**src/rtl/ctlw_pkg.sv**
```systemverilog
package ctlw_pkg;
  localparam logic [1:0] FMT_BITWISE = 2'b11;
  localparam int         PDOWN_POS   = 2;
  localparam int         FMT_W       = 2;
endpackage

```
**src/rtl/ctlw_edge_sync.sv**
```systemverilog
module ctlw_edge_sync #(
  parameter int STAGES = 2
) (
  input  logic clk,
  input  logic rst,
  input  logic async_in,
  output logic rise_pulse
);
  logic [STAGES:0] chain;

  always_ff @(posedge clk) begin
    if (rst) chain <= '0;
    else     chain <= {chain[STAGES-1:0], async_in};
  end

  assign rise_pulse = chain[STAGES-1] & ~chain[STAGES];

  AST_SINGLE_PULSE: assert property (@(posedge clk) disable iff (rst)
    rise_pulse |=> !rise_pulse);
endmodule

```
**src/rtl/ctlw_assembler.sv**
```systemverilog
module ctlw_assembler #(
  parameter int DATA_W = 8,
  parameter int WORD_W = 40
) (
  input  logic              clk,
  input  logic              rst,
  input  logic [DATA_W-1:0] data_in,
  input  logic              load_pulse,
  input  logic              commit_pulse,
  input  logic              bit_mode,
  output logic [WORD_W-1:0] staged_word
);
  localparam int SLOTS = WORD_W / DATA_W;
  localparam int POS_W = $clog2(WORD_W + 1);
  localparam logic [POS_W-1:0] SLOT_LIMIT = POS_W'(SLOTS);
  localparam logic [POS_W-1:0] BIT_LIMIT  = POS_W'(WORD_W);

  logic [POS_W-1:0]  pos;
  logic [POS_W-1:0]  limit;
  logic              take;
  logic [WORD_W-1:0] slot_next;
  logic [WORD_W-1:0] shift_next;

  assign limit      = bit_mode ? BIT_LIMIT : SLOT_LIMIT;
  assign take       = load_pulse && !commit_pulse && !rst && (pos < limit);
  assign shift_next = {data_in[DATA_W-1], staged_word[WORD_W-1:1]};

  for (genvar g = 0; g < SLOTS; g++) begin : g_slot
    localparam int HI = WORD_W - 1 - g * DATA_W;
    assign slot_next[HI -: DATA_W] =
      (pos == POS_W'(g)) ? data_in : staged_word[HI -: DATA_W];
  end

  always_ff @(posedge clk) begin
    if (rst)               pos <= '0;
    else if (commit_pulse) pos <= '0;
    else if (take)         pos <= pos + 1'b1;
  end

  // Staging word has no reset so that it survives a master reset.
  always_ff @(posedge clk) begin
    if (take) staged_word <= bit_mode ? shift_next : slot_next;
  end

  AST_POS_BOUND: assert property (@(posedge clk) disable iff (rst)
    pos <= limit);
  AST_COMMIT_REWIND: assert property (@(posedge clk) disable iff (rst)
    commit_pulse |=> pos == '0);
  AST_FULL_IGNORED: assert property (@(posedge clk) disable iff (rst)
    (pos == limit && !commit_pulse) |=> $stable(staged_word));
endmodule

```
**src/rtl/ctlw_active_regs.sv**
```systemverilog
module ctlw_active_regs #(
  parameter int DATA_W  = 8,
  parameter int TUNE_W  = 32,
  parameter int PHASE_W = 5
) (
  input  logic                     clk,
  input  logic                     rst,
  input  logic                     commit_pulse,
  input  logic [DATA_W+TUNE_W-1:0] staged_word,
  output logic [TUNE_W-1:0]        tune_q,
  output logic [PHASE_W-1:0]       phase_q,
  output logic                     pdown_q,
  output logic                     bit_mode_q
);
  import ctlw_pkg::*;
  localparam int WORD_W = DATA_W + TUNE_W;

  logic [DATA_W-1:0] ctl_byte;
  assign ctl_byte = staged_word[WORD_W-1 -: DATA_W];

  always_ff @(posedge clk) begin
    if (rst) begin
      tune_q     <= '0;
      phase_q    <= '0;
      pdown_q    <= 1'b0;
      bit_mode_q <= 1'b0;
    end else if (commit_pulse) begin
      tune_q     <= staged_word[TUNE_W-1:0];
      phase_q    <= ctl_byte[DATA_W-1 -: PHASE_W];
      pdown_q    <= ctl_byte[PDOWN_POS];
      bit_mode_q <= (ctl_byte[FMT_W-1:0] == FMT_BITWISE);
    end
  end

  AST_RESET_CLEARS: assert property (@(posedge clk)
    rst |=> (tune_q == '0 && phase_q == '0 && !pdown_q && !bit_mode_q));
  AST_HOLD_NO_COMMIT: assert property (@(posedge clk) disable iff (rst)
    !commit_pulse |=> ($stable(tune_q) && $stable(phase_q) && $stable(pdown_q)));
  AST_MODE_FROM_FMT: assert property (@(posedge clk) disable iff (rst)
    commit_pulse |=> bit_mode_q == $past(staged_word[TUNE_W+1:TUNE_W] == FMT_BITWISE));
endmodule

```
**src/rtl/ctlw_loader.sv**
```systemverilog
module ctlw_loader #(
  parameter int DATA_W      = 8,
  parameter int TUNE_W      = 32,
  parameter int PHASE_W     = 5,
  parameter int SYNC_STAGES = 2
) (
  input  logic               clk,
  input  logic               rst,
  input  logic [DATA_W-1:0]  data_in,
  input  logic               load_strobe,
  input  logic               commit_strobe,
  output logic [TUNE_W-1:0]  tune_word,
  output logic [PHASE_W-1:0] phase_word,
  output logic               power_down,
  output logic               serial_mode
);
  localparam int WORD_W      = DATA_W + TUNE_W;
  localparam int NUM_STROBES = 2;
  localparam int IDX_LOAD    = 0;
  localparam int IDX_COMMIT  = 1;

  logic [NUM_STROBES-1:0] strobe_raw;
  logic [NUM_STROBES-1:0] strobe_rise;
  logic [WORD_W-1:0]      staged_word;

  assign strobe_raw = {commit_strobe, load_strobe};

  for (genvar g = 0; g < NUM_STROBES; g++) begin : g_sync
    ctlw_edge_sync #(.STAGES(SYNC_STAGES)) u_sync (
      .clk        (clk),
      .rst        (rst),
      .async_in   (strobe_raw[g]),
      .rise_pulse (strobe_rise[g])
    );
  end

  ctlw_assembler #(.DATA_W(DATA_W), .WORD_W(WORD_W)) u_asm (
    .clk          (clk),
    .rst          (rst),
    .data_in      (data_in),
    .load_pulse   (strobe_rise[IDX_LOAD]),
    .commit_pulse (strobe_rise[IDX_COMMIT]),
    .bit_mode     (serial_mode),
    .staged_word  (staged_word)
  );

  ctlw_active_regs #(.DATA_W(DATA_W), .TUNE_W(TUNE_W), .PHASE_W(PHASE_W)) u_act (
    .clk          (clk),
    .rst          (rst),
    .commit_pulse (strobe_rise[IDX_COMMIT]),
    .staged_word  (staged_word),
    .tune_q       (tune_word),
    .phase_q      (phase_word),
    .pdown_q      (power_down),
    .bit_mode_q   (serial_mode)
  );
endmodule

```
**config.mk**
```make
export PLATFORM = sky130hd
export DESIGN_NAME = ctlw_loader
export DESIGN_NICKNAME = d
export VERILOG_FILES = /design/src/rtl/ctlw_pkg.sv /design/src/rtl/ctlw_edge_sync.sv /design/src/rtl/ctlw_assembler.sv /design/src/rtl/ctlw_active_regs.sv /design/src/rtl/ctlw_loader.sv
export SDC_FILE = /design/constraint.sdc
export NUM_CORES = 1
export LEC_CHECK = 0
export BUFFER_PORTS_ARGS = -buffer_cell sky130_fd_sc_hd__clkbuf_2
export CAP_MARGIN = 40
export CORE_UTILIZATION = 56
export DETAILED_ROUTE_END_ITERATION = 12
export GPL_ROUTABILITY_DRIVEN = 0
export PLACE_DENSITY = 0.78
export SYNTH_ARGS = -nofsm -noshare
export SYNTH_HDL_FRONTEND = slang
export SYNTH_SLANG_ARGS = --single-unit
```
**constraint.sdc**
```tcl
create_clock -name clk -period 3.1 [get_ports clk]
set_input_delay 0.62 -clock clk [delete_from_list [all_inputs] [get_ports clk]]
set_output_delay 0.62 -clock clk [all_outputs]
set_load 0.05 [all_outputs]
```
# After elaboration in Yosys (flattened, before gate mapping)
# Index checks and enable logic that the tools add are counted.
# word_totals
ff_bits,91
word_cells,47
# classes
reduce_logical,17
order_cmp,1
n_addsub,1
n_bitwise,4
n_mux,7
eq_ne,5
# ops
op,count
$mux 40,1
$mux 8,5
$eq 6x2->1 const B,2
$reduce_and 2->1,5
$reduce_bool 2->1,5
$add 6x1->6 const B,1
$eq 6x1->1 const B,1
$eq 6x3->1 const B,1
$logic_not 6->1,1
$lt 6x6->1,1
$mux 6,1
$logic_and 1x1->1,3
$and 1x1->1,2
$eq 2x2->1 const B,1
$logic_not 1->1,2
$not 1->1,2
$reduce_or 2->1,1

# Longest topological paths before layout
# depth
depth_word,7
depth_mapped,9
depth_no_buf,6

# By module
# A second synthesis with hierarchy kept.
# unflattened
hier_cells,334
area_unflattened_um2,3686.0
# by_module_without_submodules
module,area_per_inst_um2,instances,cells_each
ctlw_assembler,2070.7,1,193
ctlw_active_regs,1440.1,1,127
ctlw_edge_sync,87.6,2,7

# Least setup slack after synthesis
# OpenSTA, ideal clock, no wires.
# synth_timing
path_type,reg-to-reg
start,register u_act.bit_mode_q
end,register u_asm.staged_word[32] (enable)
slack_ns,-0.035
setup_time_ns,0.375
synth_period_minus_slack_ns,3.135
stages_incl_launch_ff,10
arrival_ns,2.759
t_required_ns,2.725
cell_sequence,dfxtp_1 > buf_2 > inv_1 > clkbuf_1 > ha_1 > a211oi_2 > nand3_2 > or3_1 > buf_6 > a21oi_1
# synth_between
elab_chain_cells,4
elab_cells_between_ends,5
classes_between,order compare: 1; mux: 1; reduce/logical: 3
# synth_rtl
item,line_no,rtl
start: declaration,ctlw_active_regs.sv:13,output logic bit_mode_q
start signal: assignment,ctlw_active_regs.sv:31,bit_mode_q <= (ctl_byte[FMT_W-1:0] == FMT_BITWISE);
$mux 6,ctlw_assembler.sv:24,assign limit = bit_mode ? BIT_LIMIT : SLOT_LIMIT;
$lt 6x6->1,ctlw_assembler.sv:25,assign take = load_pulse && !commit_pulse && !rst && (pos < limit);
$logic_and 1x1->1,ctlw_assembler.sv:25,
$reduce_and 2->1 (no line) *,n/a,
end signal: assignment,ctlw_assembler.sv:42,if (take) staged_word <= bit_mode ? shift_next : slot_next;
end: declaration,ctlw_assembler.sv:11,output logic [WORD_W-1:0] staged_word
# Every way passes the cells marked *; elsewhere a longest branch is shown, timed or not.
# A chain may end at the register's enable or synchronous reset.

# Worst setup path in the final report
# layout_timing
start,register u_act.bit_mode_q
end,register u_asm.staged_word[3] (enable)
# Same word-level chain as after synthesis.

==> flow_metrics.py <==
metrics = {
    "run_status": {
        "outcome": "finished, final reports clean",
    },
    "pwr": {
        "powerDensity_nw_per_um2": 572,
        "p_total_mw": 2.33,
        "leakage_nw": 1.62,
        "vdd_drop_max_mv": 0.342,
    },
    "sta": {
        "tightest_slew_ns": 0.651,
        "clock.fmax_ghz": 0.367,
        "rsz0062_at_grt": "false",
        "setup_viol": 0,
        "post-route-period-util": 0.878,
        "min_period_ns": 2.72,
        "fin_worst_skew_ns": 0.00888,
        "hold_viol_final": 0,
        "hold_ws_ns": 0.456,
        "setup_tns_ns": 0,
        "relSlewSlack": 0.562,
        "slew_viol_final": 0,
        "fin_ws_ns": 0.378,
    },
    "route": {
        "routedWlPerCell_microns": 14.6,
        "ant_nets": 0,
        "drt-total-wl_microns": 7330,
        "vias": 2649,
        "drt_iter0_drc": 234,
        "drc": 0,
        "drtPass1Iterations": 4,
        "routed_via_density": 5.27,
    },
    "clock_tree": {
        "cts_resized": 0,
        "cts_buffer_depth": 2,
        "htree_levels": 3,
        "post_cts_buffers": 0,
        "holdBufCountCts": 0,
        "clk_latency_ns": 0.35,
        "clock_sinks": 91,
        "cts_buffers": 9,
        "clock-root-buffer": "clkbuf_8",
        "cts_tree": "built",
        "cts.clk_slew.worst_paths_ns": 0.08,
    },
    "critical_path": {
        "arrival_ns": 2.71,
        "max_stage_delay_ns": 0.57,
        "slowest_stage": "nor2_1",
        "crit_fanout": 46,
        "required_ns": 3.09,
        "crit_type": "reg -> reg",
        "start_kind": "register",
        "cp_cell_sequence": "buf_4 -> ha_1 -> nand3_1 -> a31oi_1 -> or3_1 -> nor2_1",
        "crit_path_end_kind": "register",
    },
    "global_route": {
        "antenna_found_initial": 0,
        "grt_pass1_wl_microns": 11800,
        "grt-ovfl-total": 0,
        "grt_max_degree": 49,
        "grt_pass1_vias": 2408,
        "grt_usage": 0.246,
    },
    "synthesis": {
        "synth.area.mux_share": 0.0183,
        "netlist_area_sq_um": 3550,
        "ys_seq_area_frac": 0.625,
        "yosys_most_used_dff": "dfxtp_1",
        "yosys.area.top_type": "edfxtp_1",
        "synth_cells": 379,
        "synth-seq-cells": 91,
        "synth-xor-area-share": 0,
        "synthArstFlopShare": 0,
        "syn_avg_cell_area_sq_um": 9.38,
        "synth-compound-area-share": 0.0697,
        "synth_area_leaders": "edfxtp_1, dfxtp_1, nand2_1",
        "synth_top_family_by_area": "simple AND/OR/NAND/NOR gates",
        "yosys_warnings": 0,
        "synth_common_cells": "nand2_1, dfxtp_1, a21oi_1",
        "synth_edf_count": 40,
        "synth_top_cell_area_share": 0.338,
        "yosysUniqueCellTypes": 29,
        "syn-num-nets": 398,
        "synthSimpleGateAreaFrac": 0.232,
        "synth_most_common_cell": "nand2_1",
        "synth-adder-area-share": 0.0246,
    },
    "cells_and_area": {
        "syn_to_final_growth_pct": 14.9,
        "seq_area_sq_um": 2220,
        "layout.nets": 442,
        "fillCellCount": 488,
        "diodes": 0,
        "drive_gt1_frac": 0.178,
        "multi_input_area_sq_um": 1230,
    },
    "die": {
        "num_io_pins": 51,
        "core-area_sq_um": 6030,
        "die_y_microns": 81.7,
        "rows": 28,
        "die-area_sq_um": 6670,
        "die_w_microns": 81.7,
        "start_util": 0.590,
    },
    "placed_design": {
        "io_buffers": 50,
        "place_hpwl_microns": 4790,
        "pre_cts_ws_ns": 0.361,
    },
    "flow_run": {
        "drv_cap": 0,
    },
    "worst_hold_path": {
        "holdCritPathClass": "reg -> reg",
    },
}
==> final timing paths <==
kind                               endpoint  slack [ns]                           from  depth (start not counted)
max          u_asm.staged_word[3]$_DFFE_PP_        0.38  u_act.bit_mode_q$_SDFFE_PP0P_                          6
min           u_act.phase_q[3]$_SDFFE_PP0P_        0.46  u_act.phase_q[3]$_SDFFE_PP0P_                          2
max reg2reg  u_asm.staged_word[3]$_DFFE_PP_        0.38  u_act.bit_mode_q$_SDFFE_PP0P_                          6
min reg2reg   u_act.phase_q[3]$_SDFFE_PP0P_        0.46  u_act.phase_q[3]$_SDFFE_PP0P_                          2
==> cell type report <==
type / instances / area share
inverters: 4 / 0.00368
repair buffers: 55 / 0.0705
clock inverters: 3 / 0.00981
flip-flops and latches: 91 / 0.544
multi-input cells: 262 / 0.302
well taps: 75 / 0.0230
clock buffers: 13 / 0.0469
==> where the power goes <==
part | internal, mW | leakage, nW | switching (mW) | total [mW]
clock network | 0.491 | 0.120 | 0.399 | 0.890
registers | 1.27 | 0.775 | 0.0106 | 1.28
logic | 0.0393 | 0.722 | 0.123 | 0.162
==> flip-flops by register name, summed over array words and instances (netlist names) <==
name                 cells
u_act.tune_q            32
u_asm.staged_word       40
u_act.pdown_q            1
u_act.phase_q            5
g_sync.u_sync.chain      6
u_act.bit_mode_q         1
u_asm.pos                6
==> cells in the final DEF, fill, tap and decap left out <==
master and n:
a211oi_2 1, a21oi_1 43, a21oi_2 1, a31oi_1 1, a41oi_1 1, and2_1 1
and2b_1 1, buf_4 5, bufinv_16 1, clkbuf_1 1, clkbuf_16 2, clkbuf_2 50
clkbuf_8 10, clkinv_2 2, dfxtp_1 51, edfxtp_1 40, ha_1 7, inv_1 4
mux2_4 1, mux2i_1 5, nand2_1 170, nand3_1 4, nand3_2 1, nand4_1 1
nor2_1 7, nor2b_1 5, nor2b_2 1, nor3_1 2, nor3b_1 1, nor4_1 2
nor4b_1 1, or2b_1 1, or3_1 2, or3_2 1, or4_1 1
==> kinds of logic after synthesis <==
kind of cell,Yosys count
and+or+nand+nor,202
DFF,91
AOI/OAI and AO/OA,47
buffers and inverters,26
adders and majority gates,7
muxes,6
==> per-stage QoR <==
stage,util,instance area [sq um],instances
floorplan,-,3560,379
global placement,0.639,3850,487
detailed placement,0.639,3850,487
CTS,0.678,4080,503
global route,0.678,4080,503
finish,0.678,4080,503
==> critical path: cells and delay by family (launching register included) <==
family | cells | cell delay [ns]
adder cells (fa/ha/maj) | 1 | 0.31
AO/OA/AOI/OAI | 1 | 0.09
flip-flops | 1 | 0.34
buffers and inverters | 1 | 0.40
AND/OR/NAND/NOR | 3 | 1.22
==> per-layer routing <==
layer | vias up | track usage | wire length [microns]
met5 | - | 0 | 0
met3 | 10 | 0.0478 | 341
met4 | 0 | 0.104 | 97
li1 | 1333 | - | -
met2 | 78 | 0.383 | 3460
met1 | 1228 | 0.337 | 3440
(Power assumes the default switching activity.)
